--- src/rtl/pwr_dom_pkg.sv ---
package pwr_dom_pkg;

   localparam int CTL_W    = 7;
   localparam int BIT_RSTB = 0;
   localparam int BIT_ISO  = 1;
   localparam int BIT_PRI  = 2;
   localparam int BIT_SEC  = 3;
   localparam int BIT_CKD  = 4;
   localparam int BIT_SCKI = 5;
   localparam int BIT_SISB = 6;

   localparam logic [CTL_W-1:0] CTL_RESET = 7'b0110010;

   typedef enum logic [4:0] {
      S_IDLE,
      S_PU_PRI, S_PU_SEC, S_PU_ACK, S_PU_CKD, S_PU_ISO, S_PU_RST,
      S_PU_SCKN, S_PU_SRGO, S_PU_SRW, S_PU_SI1, S_PU_SI2,
      S_PU_BPGO, S_PU_BPW, S_PU_SCKS,
      S_PD_BPGO, S_PD_BPW, S_PD_SI1, S_PD_SI2, S_PD_SRGO, S_PD_SRW,
      S_PD_SCK, S_PD_ISO, S_PD_CKD, S_PD_RST, S_PD_SEC, S_PD_PRI, S_PD_ACK
   } seq_state_t;

endpackage

--- src/rtl/pwr_dom_ack.sv ---
module pwr_dom_ack #(
   parameter int SYNC_STG = 0
) (
   input  logic clk,
   input  logic rst_n,
   input  logic ack_pri,
   input  logic ack_sec,
   output logic both_on
);
   logic pri_s, sec_s;

   generate
      if (SYNC_STG == 0) begin : g_direct
         assign pri_s = ack_pri;
         assign sec_s = ack_sec;
      end else begin : g_sync
         logic [SYNC_STG-1:0] pri_q, sec_q;
         if (SYNC_STG == 1) begin : g_one
            always_ff @(posedge clk or negedge rst_n) begin
               if (!rst_n) begin
                  pri_q <= '0;
                  sec_q <= '0;
               end else begin
                  pri_q <= ack_pri;
                  sec_q <= ack_sec;
               end
            end
         end else begin : g_many
            always_ff @(posedge clk or negedge rst_n) begin
               if (!rst_n) begin
                  pri_q <= '0;
                  sec_q <= '0;
               end else begin
                  pri_q <= {pri_q[SYNC_STG-2:0], ack_pri};
                  sec_q <= {sec_q[SYNC_STG-2:0], ack_sec};
               end
            end
         end
         assign pri_s = pri_q[SYNC_STG-1];
         assign sec_s = sec_q[SYNC_STG-1];
      end
   endgenerate

   assign both_on = pri_s & sec_s;
endmodule

--- src/rtl/pwr_dom_tmr.sv ---
module pwr_dom_tmr #(
   parameter int TIMEOUT = 64
) (
   input  logic clk,
   input  logic rst_n,
   input  logic clr,
   output logic expired
);
   localparam int TW = $clog2(TIMEOUT + 1);

   logic [TW-1:0] cnt;

   always_ff @(posedge clk or negedge rst_n) begin
      if (!rst_n)        cnt <= '0;
      else if (clr)      cnt <= '0;
      else if (!expired) cnt <= cnt + 1'b1;
   end

   assign expired = (cnt == TW'(TIMEOUT));
endmodule

--- src/rtl/pwr_dom_fsm.sv ---
module pwr_dom_fsm
   import pwr_dom_pkg::*;
(
   input  logic             clk,
   input  logic             rst_n,
   input  logic             on_req,
   input  logic             off_req,
   input  logic             strict_mode,
   input  logic             sram_iso_en,
   input  logic             dom_on,
   input  logic             tmr_exp,
   input  logic             sram_done,
   input  logic             bp_done,
   output logic [CTL_W-1:0] ctl,
   output logic             subsys_clk_en,
   output logic             sram_start,
   output logic             sram_en,
   output logic             bp_start,
   output logic             bp_apply,
   output logic             busy,
   output logic             done,
   output logic             err,
   output logic             tmr_clr
);
   seq_state_t       st;
   logic [CTL_W-1:0] ctl_q;
   logic             sclk_q, up_q, unw_q, done_q, err_q;

   always_ff @(posedge clk or negedge rst_n) begin
      if (!rst_n) begin
         st     <= S_IDLE;
         ctl_q  <= CTL_RESET;
         sclk_q <= 1'b0;
         up_q   <= 1'b0;
         unw_q  <= 1'b0;
         done_q <= 1'b0;
         err_q  <= 1'b0;
      end else begin
         done_q <= 1'b0;
         case (st)
            S_IDLE: begin
               if (on_req) begin
                  err_q <= 1'b0;
                  if (up_q) done_q <= 1'b1;
                  else      st     <= S_PU_PRI;
               end else if (off_req) begin
                  err_q <= 1'b0;
                  if (!up_q) done_q <= 1'b1;
                  else       st     <= S_PD_BPGO;
               end
            end
            S_PU_PRI: begin ctl_q[BIT_PRI] <= 1'b1; st <= S_PU_SEC; end
            S_PU_SEC: begin ctl_q[BIT_SEC] <= 1'b1; st <= S_PU_ACK; end
            S_PU_ACK: begin
               if (dom_on)       st <= S_PU_CKD;
               else if (tmr_exp) begin unw_q <= 1'b1; st <= S_PD_SCK; end
            end
            S_PU_CKD: begin ctl_q[BIT_CKD] <= 1'b0; st <= S_PU_ISO; end
            S_PU_ISO: begin ctl_q[BIT_ISO] <= 1'b0; st <= S_PU_RST; end
            S_PU_RST: begin
               ctl_q[BIT_RSTB] <= 1'b1;
               st <= strict_mode ? S_PU_SRGO : S_PU_SCKN;
            end
            S_PU_SCKN: begin sclk_q <= 1'b1; st <= S_PU_SRGO; end
            S_PU_SRGO: st <= S_PU_SRW;
            S_PU_SRW: begin
               if (sram_done)    st <= sram_iso_en ? S_PU_SI1 : S_PU_BPGO;
               else if (tmr_exp) begin unw_q <= 1'b1; st <= S_PD_SCK; end
            end
            S_PU_SI1: begin ctl_q[BIT_SISB] <= 1'b1; st <= S_PU_SI2; end
            S_PU_SI2: begin ctl_q[BIT_SCKI] <= 1'b0; st <= S_PU_BPGO; end
            S_PU_BPGO: st <= S_PU_BPW;
            S_PU_BPW: begin
               if (bp_done) begin
                  if (strict_mode) st <= S_PU_SCKS;
                  else begin
                     up_q <= 1'b1; done_q <= 1'b1; st <= S_IDLE;
                  end
               end else if (tmr_exp) begin
                  unw_q <= 1'b1; st <= S_PD_BPGO;
               end
            end
            S_PU_SCKS: begin
               sclk_q <= 1'b1; up_q <= 1'b1; done_q <= 1'b1; st <= S_IDLE;
            end
            S_PD_BPGO: st <= S_PD_BPW;
            S_PD_BPW: begin
               if (bp_done || (tmr_exp && unw_q))
                  st <= sram_iso_en ? S_PD_SI1 : S_PD_SRGO;
               else if (tmr_exp) begin
                  err_q <= 1'b1; done_q <= 1'b1; st <= S_IDLE;
               end
            end
            S_PD_SI1: begin ctl_q[BIT_SCKI] <= 1'b1; st <= S_PD_SI2; end
            S_PD_SI2: begin ctl_q[BIT_SISB] <= 1'b0; st <= S_PD_SRGO; end
            S_PD_SRGO: st <= S_PD_SRW;
            S_PD_SRW: begin
               if (sram_done || (tmr_exp && unw_q)) st <= S_PD_SCK;
               else if (tmr_exp) begin
                  err_q <= 1'b1; done_q <= 1'b1; st <= S_IDLE;
               end
            end
            S_PD_SCK: begin sclk_q <= 1'b0; up_q <= 1'b0; st <= S_PD_ISO; end
            S_PD_ISO: begin ctl_q[BIT_ISO]  <= 1'b1; st <= S_PD_CKD; end
            S_PD_CKD: begin ctl_q[BIT_CKD]  <= 1'b1; st <= S_PD_RST; end
            S_PD_RST: begin ctl_q[BIT_RSTB] <= 1'b0; st <= S_PD_SEC; end
            S_PD_SEC: begin ctl_q[BIT_SEC]  <= 1'b0; st <= S_PD_PRI; end
            S_PD_PRI: begin
               ctl_q[BIT_PRI] <= 1'b0;
               if (unw_q) begin
                  unw_q <= 1'b0; err_q <= 1'b1; done_q <= 1'b1; st <= S_IDLE;
               end else begin
                  st <= S_PD_ACK;
               end
            end
            S_PD_ACK: begin
               if (!dom_on) begin
                  done_q <= 1'b1; st <= S_IDLE;
               end else if (tmr_exp) begin
                  err_q <= 1'b1; done_q <= 1'b1; st <= S_IDLE;
               end
            end
            default: st <= S_IDLE;
         endcase
      end
   end

   assign tmr_clr = !(st inside {S_PU_ACK, S_PU_SRW, S_PU_BPW,
                                 S_PD_BPW, S_PD_SRW, S_PD_ACK});

   assign ctl           = ctl_q;
   assign subsys_clk_en = sclk_q;
   assign sram_start    = (st == S_PU_SRGO) || (st == S_PD_SRGO);
   assign sram_en       = (st == S_PU_SRGO);
   assign bp_start      = (st == S_PU_BPGO) || (st == S_PD_BPGO);
   assign bp_apply      = (st == S_PD_BPGO);
   assign busy          = (st != S_IDLE);
   assign done          = done_q;
   assign err           = err_q;
endmodule

--- src/rtl/pwr_dom_seq.sv ---
module pwr_dom_seq
   import pwr_dom_pkg::*;
#(
   parameter int TIMEOUT  = 64,
   parameter int SYNC_STG = 0
) (
   input  logic             clk,
   input  logic             rst_n,
   input  logic             on_req,
   input  logic             off_req,
   input  logic             strict_mode,
   input  logic             sram_iso_en,
   input  logic             ack_pri,
   input  logic             ack_sec,
   input  logic             sram_done,
   input  logic             bp_done,
   output logic [CTL_W-1:0] ctl,
   output logic             subsys_clk_en,
   output logic             sram_start,
   output logic             sram_en,
   output logic             bp_start,
   output logic             bp_apply,
   output logic             busy,
   output logic             done,
   output logic             err,
   output logic             dom_on
);
   generate
      if (TIMEOUT < 2) begin : g_bad_timeout
         $error("pwr_dom_seq: TIMEOUT must be at least 2");
      end
      if (SYNC_STG < 0 || SYNC_STG > 4) begin : g_bad_sync
         $error("pwr_dom_seq: SYNC_STG must be within 0..4");
      end
   endgenerate

   logic tmr_clr, tmr_exp;

   pwr_dom_ack #(.SYNC_STG(SYNC_STG)) u_ack (
      .clk     (clk),
      .rst_n   (rst_n),
      .ack_pri (ack_pri),
      .ack_sec (ack_sec),
      .both_on (dom_on)
   );

   pwr_dom_tmr #(.TIMEOUT(TIMEOUT)) u_tmr (
      .clk     (clk),
      .rst_n   (rst_n),
      .clr     (tmr_clr),
      .expired (tmr_exp)
   );

   pwr_dom_fsm u_fsm (
      .clk           (clk),
      .rst_n         (rst_n),
      .on_req        (on_req),
      .off_req       (off_req),
      .strict_mode   (strict_mode),
      .sram_iso_en   (sram_iso_en),
      .dom_on        (dom_on),
      .tmr_exp       (tmr_exp),
      .sram_done     (sram_done),
      .bp_done       (bp_done),
      .ctl           (ctl),
      .subsys_clk_en (subsys_clk_en),
      .sram_start    (sram_start),
      .sram_en       (sram_en),
      .bp_start      (bp_start),
      .bp_apply      (bp_apply),
      .busy          (busy),
      .done          (done),
      .err           (err),
      .tmr_clr       (tmr_clr)
   );
endmodule

--- config.mk ---
export PLATFORM = sky130hd
export DESIGN_NAME = pwr_dom_seq
export DESIGN_NICKNAME = d
export VERILOG_FILES = /design/src/rtl/pwr_dom_pkg.sv /design/src/rtl/pwr_dom_ack.sv /design/src/rtl/pwr_dom_tmr.sv /design/src/rtl/pwr_dom_fsm.sv /design/src/rtl/pwr_dom_seq.sv
export SDC_FILE = /design/constraint.sdc
export NUM_CORES = 1
export LEC_CHECK = 0
export ABC_AREA = 1
export BUFFER_PORTS_ARGS = -buffer_cell sky130_fd_sc_hd__buf_2
export CORE_ASPECT_RATIO = 0.6
export CORE_MARGIN = 4
export CORE_UTILIZATION = 55
export DETAILED_ROUTE_END_ITERATION = 7
export PLACE_DENSITY = 0.77
export SKIP_LAST_GASP = 1
export SYNTH_ARGS = -nofsm -noshare
export SYNTH_HDL_FRONTEND = slang
export SYNTH_HIERARCHICAL = 1
export SYNTH_SLANG_ARGS = --single-unit
--- constraint.sdc ---
create_clock -name clk -period 4.9 [get_ports clk]
set_input_delay 0.98 -clock clk [delete_from_list [all_inputs] [get_ports clk]]
set_output_delay 0.98 -clock clk [all_outputs]
set_load 0.02 [all_outputs]
Word level (Yosys, flattened, before mapping)
Cells that the tools add are included.

cells by class
  add/sub/neg operators = 1
  bitwise gates (word level) = 1
  reduce and logical (&&, ||, !) cells = 24
  muxes and demuxes = 57
  equal/unequal tests = 42

operators with widths
  cell                                                    number
  case mux 5 bit (27 select lines)                        1
  2-to-1 mux 5 bit                                        14
  equality test 5 bit (second input constant)             12
  equality test 5 x 4 -> 1 bit (second input constant)    8
  2-to-1 mux 1 bit                                        24
  equality test 5 x 3 -> 1 bit (second input constant)    4
  inequality test 2 bit (second input constant)           8
  case mux 1 bit (2 select lines)                         8
  nonzero test 2 bit                                      8
  2-to-1 mux 7 bit                                        2
  equality test 5 x 2 -> 1 bit (second input constant)    2
  nonzero test 5 bit                                      2
  2-to-1 mux 4 bit                                        2
  AND reduction 4 bit                                     2
  adder 7 x 1 -> 7 bit (second input constant)            1
  equality test 7 bit (second input constant)             1
  case mux 1 bit (7 select lines)                         1
  inequality test 3 x 2 -> 1 bit (second input constant)  2
  inequality test 3 bit (second input constant)           2
  AND reduction 6 bit                                     1
  nonzero test 6 bit                                      1
  equality test 5 x 1 -> 1 bit (second input constant)    1
  zero test 5 bit                                         1
  case mux 1 bit (5 select lines)                         1
  other kinds (12)                                        16

storage, ports and cells
  input port bits = 10
  output and inout port bits = 16
  register bits after elaboration = 24

Longest topological paths before layout
  word-level depth = 5
  mapped depth = 16
  mapped depth without buffers = 16

Modules after synthesis
Netlist, hierarchy kept.

by module, submodules not included
  module       area each (µm²)  instances  sequential area each (µm²)  cells each
  pwr_dom_fsm  1,460.2          1          429.2                       250
  pwr_dom_tmr  401.6            1          175.2                       53
  pwr_dom_ack  7.5              1          0.0                         2

Worst setup path after synthesis
No wires, ideal clock.

  path type = register to output
  start point = register u_fsm.st[1]
  end point = output bp_start
  data arrival time = 1.238 ns
  path buffers = 0
  slack = 2.682 ns
  cell stages (with the launch flop) = 5
  cell sequence = dfrtp_1 > nand2_1 > nor2_1 > inv_1 > nand2_1

between the ends
  cells in the longest elaborated chain, start to end = 2
  elaborated cells between the ends (all ways) = 3
  those cells by class = eq/ne (2); reduce/logical (1)

ends and longest elaborated chain
  item                          RTL line            text
  start: declaration            pwr_dom_fsm.sv:25   seq_state_t st;
  start signal: assignment      pwr_dom_fsm.sv:62   st <= strict_mode ? S_PU_SRGO : S_PU_SCKN;
  start signal: assignment      pwr_dom_fsm.sv:67   if (sram_done) st <= sram_iso_en ? S_PU_SI1 : S_PU_BPGO;
  start signal: assignment      pwr_dom_fsm.sv:89   st <= sram_iso_en ? S_PD_SI1 : S_PD_SRGO;
  equality test 5 x 4 -> 1 bit  n/a
  net bp_apply                  pwr_dom_seq.sv:22   output logic bp_apply,
  logical OR 1 bit              pwr_dom_fsm.sv:135  assign bp_start = (st == S_PU_BPGO) || (st == S_PD_BPGO);
  end: declaration              pwr_dom_seq.sv:21   output logic bp_start,

The timed path passes the listed nets, and every way through them passes these cells.

Final worst setup path
  start point = register u_fsm.st[4]
  end point = output bp_start

between the ends
  cells in the longest elaborated chain, start to end = 2
  elaborated cells between the ends (all ways) = 3
  those cells by class = eq/ne (2); reduce/logical (1)

ends and longest elaborated chain
  item                          RTL line
  equality test 5 x 4 -> 1 bit  pwr_dom_fsm.sv:135
  logical OR 1 bit (*)          pwr_dom_fsm.sv:135

Every way passes the cells marked *; elsewhere a longest branch is shown, timed or not.

==> flow_summary.yaml <==
worst_setup_path:
  end_kind: "output port"
  worst_r2r_endpoint: "u_tmr/cnt[0]"
  crit_type: "reg2out"
  critical_path_peak_fanout: 22
  reg2regPathDepth: 7
  worst_ep_required_time_ns: 3.92
  crit_path_start_kind: "flip-flop"
  regToRegSetupSlack_ns: 2.18
  worst_r2r_startpoint: "u_fsm/st[4]"
  cp.arrival_ns: 2.18
sta:
  final_setup_violations: 0
  fmax_mhz: 317
  clock-skew-final_ns: 0.00810
  rsz0062_at_grt: "false"
  setup_ws_ns: 1.74
  final_max_slew_viol_count: 0
  timing_hold_violations_final: 0
  worstMarginPinSlew_ns: 0.865
  layout_min_cycle_time_ns: 3.16
  final.period_utilization: 0.645
  fin_setup_tns_ns: 0
  headroom_to_the_max_slew_limit: 0.421
yosys:
  muxShareOfSynthArea: 0
  synth_fp_nets: 317
  post_synth.cell_area_avg_um2: 6.13
  syn-instance-count: 305
  postSynthRegisterBits: 24
  yosysWarnings: 6
  synthesis.area_mm2: 0.00187
  synth_compound_gate_area_share: 0.0656
  synth_simple_gate_area_share: 0.481
  synth_adder_area_share: 0.0134
  synth_top_family_by_area: "simple AND/OR/NAND/NOR gates"
  post_synth_xor_area_fraction: 0.00469
  synth.distinct_cells: 26
  seq_area_frac_synth: 0.323
clocking:
  cts_bufs_inserted: 3
  clk_root_buffer_cell: "sky130_fd_sc_hd__clkbuf_8"
  cts_resized: 0
  cts_hold_buf: 0
  cts_tree: "done"
  clkTransAtPathRegs_ns: 0.09
  cts_sinks: 24
  clock_tree.buffer_depth: 2
  h-tree-depth: 1
  clock_insertion_delay_worst_skew_ns: 0.28
  post-cts-setup-buffers: 0
global_route:
  grt_antenna_before_repair: 0
  via_count_of_the_first_global_routing_pass: 1763
  grt_util_all_layers: 0.262
  grt_overflow: 0
  largest_net_degree_at_the_start_of_global_routing: 25
  grt_pass1_wl_um: 8870
cells_and_area:
  num_antenna_cells: 0
  num-nets-final: 340
  layout-drive-gt1-share: 0.128
  non_filler_instance_count_after_layout: 372
  flow.area_growth_from_synthesis_pct: 11.7
power:
  pwr-share-seq: 0.305
  cellPowerDensity_mw_per_mm2: 554
  power_mw: 1.16
  peak_supply_drop_mv: 0.314
  power.share.combinational: 0.540
  netSwitchingFraction: 0.512
  power_frac_clock: 0.155
  cellInternalPower_uw: 565
  p_sw_uw: 592
  power.static_leakage_nw: 1.23
detailed_routing:
  totalWireLength_um: 5540
  detail_route.drc_violations: 0
  route.met3.wl_um: 771
  route.antenna.remaining_nets: 0
  route.detailed.wl_per_inst_um: 14.9
  post_route_met1_wirelength_um: 2710
  detail_route.iter0.violations: 379
  top_layer_used: "met4"
  first_pass_iters: 8
  detailroute.via_count: 2102
  vias_per_cell: 5.65
  amount_of_wire_on_met2_after_detailed_routing_um: 2020
floorplanning:
  floorplan.io_pins: 26
  dieArea_mm2: 0.00443
  placement_rows: 16
  die_w_um: 83.3
  initial_core_util: 0.573
  design.core.area_mm2: 0.00326
  floorplan.die.height_um: 53.2
placed_design:
  place.gp.congestion: 1.03
  dpl.cell_count: 368
  dp_worst_setup_slack_ns: 2.13
  hpwl_um: 4340
  place.port_buffers: 25
min_path:
  min-delay-start: "u_fsm/ctl[1]"
  min_delay_worst_endpoint: "u_fsm/ctl[1]"
  worstHoldPathCells: 2
  hold_path_class: "reg2reg"
outcome:
  status: "finished clean"
run:
  max_cap_viol_count: 0
==> cells in the final DEF (no fill, tap or decap), types with 2 or more instances in the layout <==
cell type / n
sky130_fd_sc_hd__dfstp_2: 3
sky130_fd_sc_hd__clkbuf_8: 3
sky130_fd_sc_hd__o22ai_1: 2
sky130_fd_sc_hd__or2_2: 2
sky130_fd_sc_hd__nor2_4: 2
sky130_fd_sc_hd__o21ai_0: 11
sky130_fd_sc_hd__a21oi_1: 8
sky130_fd_sc_hd__nand2_1: 76
sky130_fd_sc_hd__nand4_1: 15
sky130_fd_sc_hd__nor2_2: 2
sky130_fd_sc_hd__nor2_1: 51
sky130_fd_sc_hd__ha_1: 2
sky130_fd_sc_hd__nand3_1: 45
sky130_fd_sc_hd__nor3_1: 3
sky130_fd_sc_hd__inv_1: 45
sky130_fd_sc_hd__inv_2: 2
sky130_fd_sc_hd__buf_2: 25
sky130_fd_sc_hd__dfrtp_1: 21
==> cell type report <==
type	count	area [um2]
Clock buffer	3	41.3
Clock inverter	1	30.0
Fill cell	313	1170
Inverter	47	176
Multi-Input combinational cell	227	1050
Sequential cell	24	604
Tap cell	45	56.3
Timing Repair Buffer	25	125
==> kinds of logic (layout without fill, tap and decap cells) <==
| group | Yosys count | after routing |
|---|---|---|
| buf+inv | 54 | 76 |
| compound gates | 23 | 23 |
| xor+xnor | 1 | 1 |
| simple gates | 201 | 201 |
| flops | 24 | 24 |
| fa+ha+maj | 2 | 2 |
==> power groups by stage <==
stage / combinational, mW / clock (mW) / sequential (mW)
global placement: 0.602 / 0 / 0.353
floorplan: 0.433 / 0 / 0.358
finish: 0.625 / 0.179 / 0.353
global route: 0.685 / 0.188 / 0.365
CTS: 0.604 / 0.181 / 0.350
detailed placement: 0.602 / 0 / 0.352
==> worst max path at each step <==
| stage | to | slack, ns | cells past startpoint | from |
|---|---|---|---|---|
| after floorplan | bp_start | 2.68 | 4 | u_fsm/st[1] |
| after global placement | bp_start | 2.17 | 6 | u_fsm/st[4] |
| after detailed placement | bp_start | 2.13 | 6 | u_fsm/st[4] |
| after CTS | bp_start | 1.82 | 6 | u_fsm/st[4] |
| after global routing | bp_start | 1.60 | 6 | u_fsm/st[4] |
| final | bp_start | 1.74 | 6 | u_fsm/st[4] |
==> state kept, by name, summed over array words and instances (netlist names) <==
name and cells:
u_fsm/err 1, u_fsm/done 1, u_fsm/unw_q 1, u_tmr/cnt 7, u_fsm/ctl 7, u_fsm/subsys_clk_en 1
u_fsm/st 5, u_fsm/up_q 1
==> synthesized netlist by cell type <==
master | count | area, um2
sky130_fd_sc_hd__dfstp_2 | 3 | 78.8
sky130_fd_sc_hd__ha_1 | 2 | 25.0
sky130_fd_sc_hd__inv_1 | 45 | 169
sky130_fd_sc_hd__dfrtp_1 | 21 | 526
sky130_fd_sc_hd__clkbuf_1 | 1 | 3.75
sky130_fd_sc_hd__o21ai_0 | 11 | 55.1
sky130_fd_sc_hd__o22ai_1 | 2 | 12.5
sky130_fd_sc_hd__nand3_2 | 1 | 10.0
sky130_fd_sc_hd__nor2_1 | 51 | 191
sky130_fd_sc_hd__inv_2 | 2 | 7.51
sky130_fd_sc_hd__nor2_4 | 2 | 22.5
sky130_fd_sc_hd__a21boi_0 | 1 | 7.51
sky130_fd_sc_hd__xor2_1 | 1 | 8.76
sky130_fd_sc_hd__nor3_1 | 3 | 15.0
sky130_fd_sc_hd__nand2_1 | 76 | 285
sky130_fd_sc_hd__nor2_2 | 2 | 12.5
sky130_fd_sc_hd__a21oi_1 | 8 | 40.0
sky130_fd_sc_hd__nand4_1 | 15 | 93.8
sky130_fd_sc_hd__or2_2 | 2 | 12.5
sky130_fd_sc_hd__nand3_1 | 45 | 225
sky130_fd_sc_hd__nor3b_1 | 1 | 7.51
sky130_fd_sc_hd__nor4_1 | 1 | 6.26
sky130_fd_sc_hd__buf_2 | 6 | 30.0
sky130_fd_sc_hd__and2_1 | 1 | 6.26
sky130_fd_sc_hd__o21bai_1 | 1 | 7.51
sky130_fd_sc_hd__nor3_2 | 1 | 10.0
==> stage by stage <==
stage	util	cell area (um2)	hold WS [ns]
finish	0.640	2090	0.475
global route	0.640	2090	0.519
CTS	0.640	2090	0.478
detailed placement	0.618	2020	0.465
global placement	0.618	2020	0.453
floorplan	-	1870	0.492
==> critical path, stage by stage, from the launching register on <==
cell                      delay [ns]
sky130_fd_sc_hd__dfrtp_1        0.63
sky130_fd_sc_hd__inv_1          0.62
sky130_fd_sc_hd__nand3_1        0.19
sky130_fd_sc_hd__nor2_1         0.15
sky130_fd_sc_hd__inv_1          0.07
sky130_fd_sc_hd__nand2_1        0.06
sky130_fd_sc_hd__buf_2          0.17
==> per-layer routing <==
| metal | up-vias | global-route usage |
|---|---|---|
| met1 | 924 | 0.408 |
| li1 | 1025 | - |
| met2 | 143 | 0.351 |
| met4 | 0 | 0.0462 |
| met5 | - | 0 |
| met3 | 10 | 0.0747 |
Power figures use the tool's default switching activity.
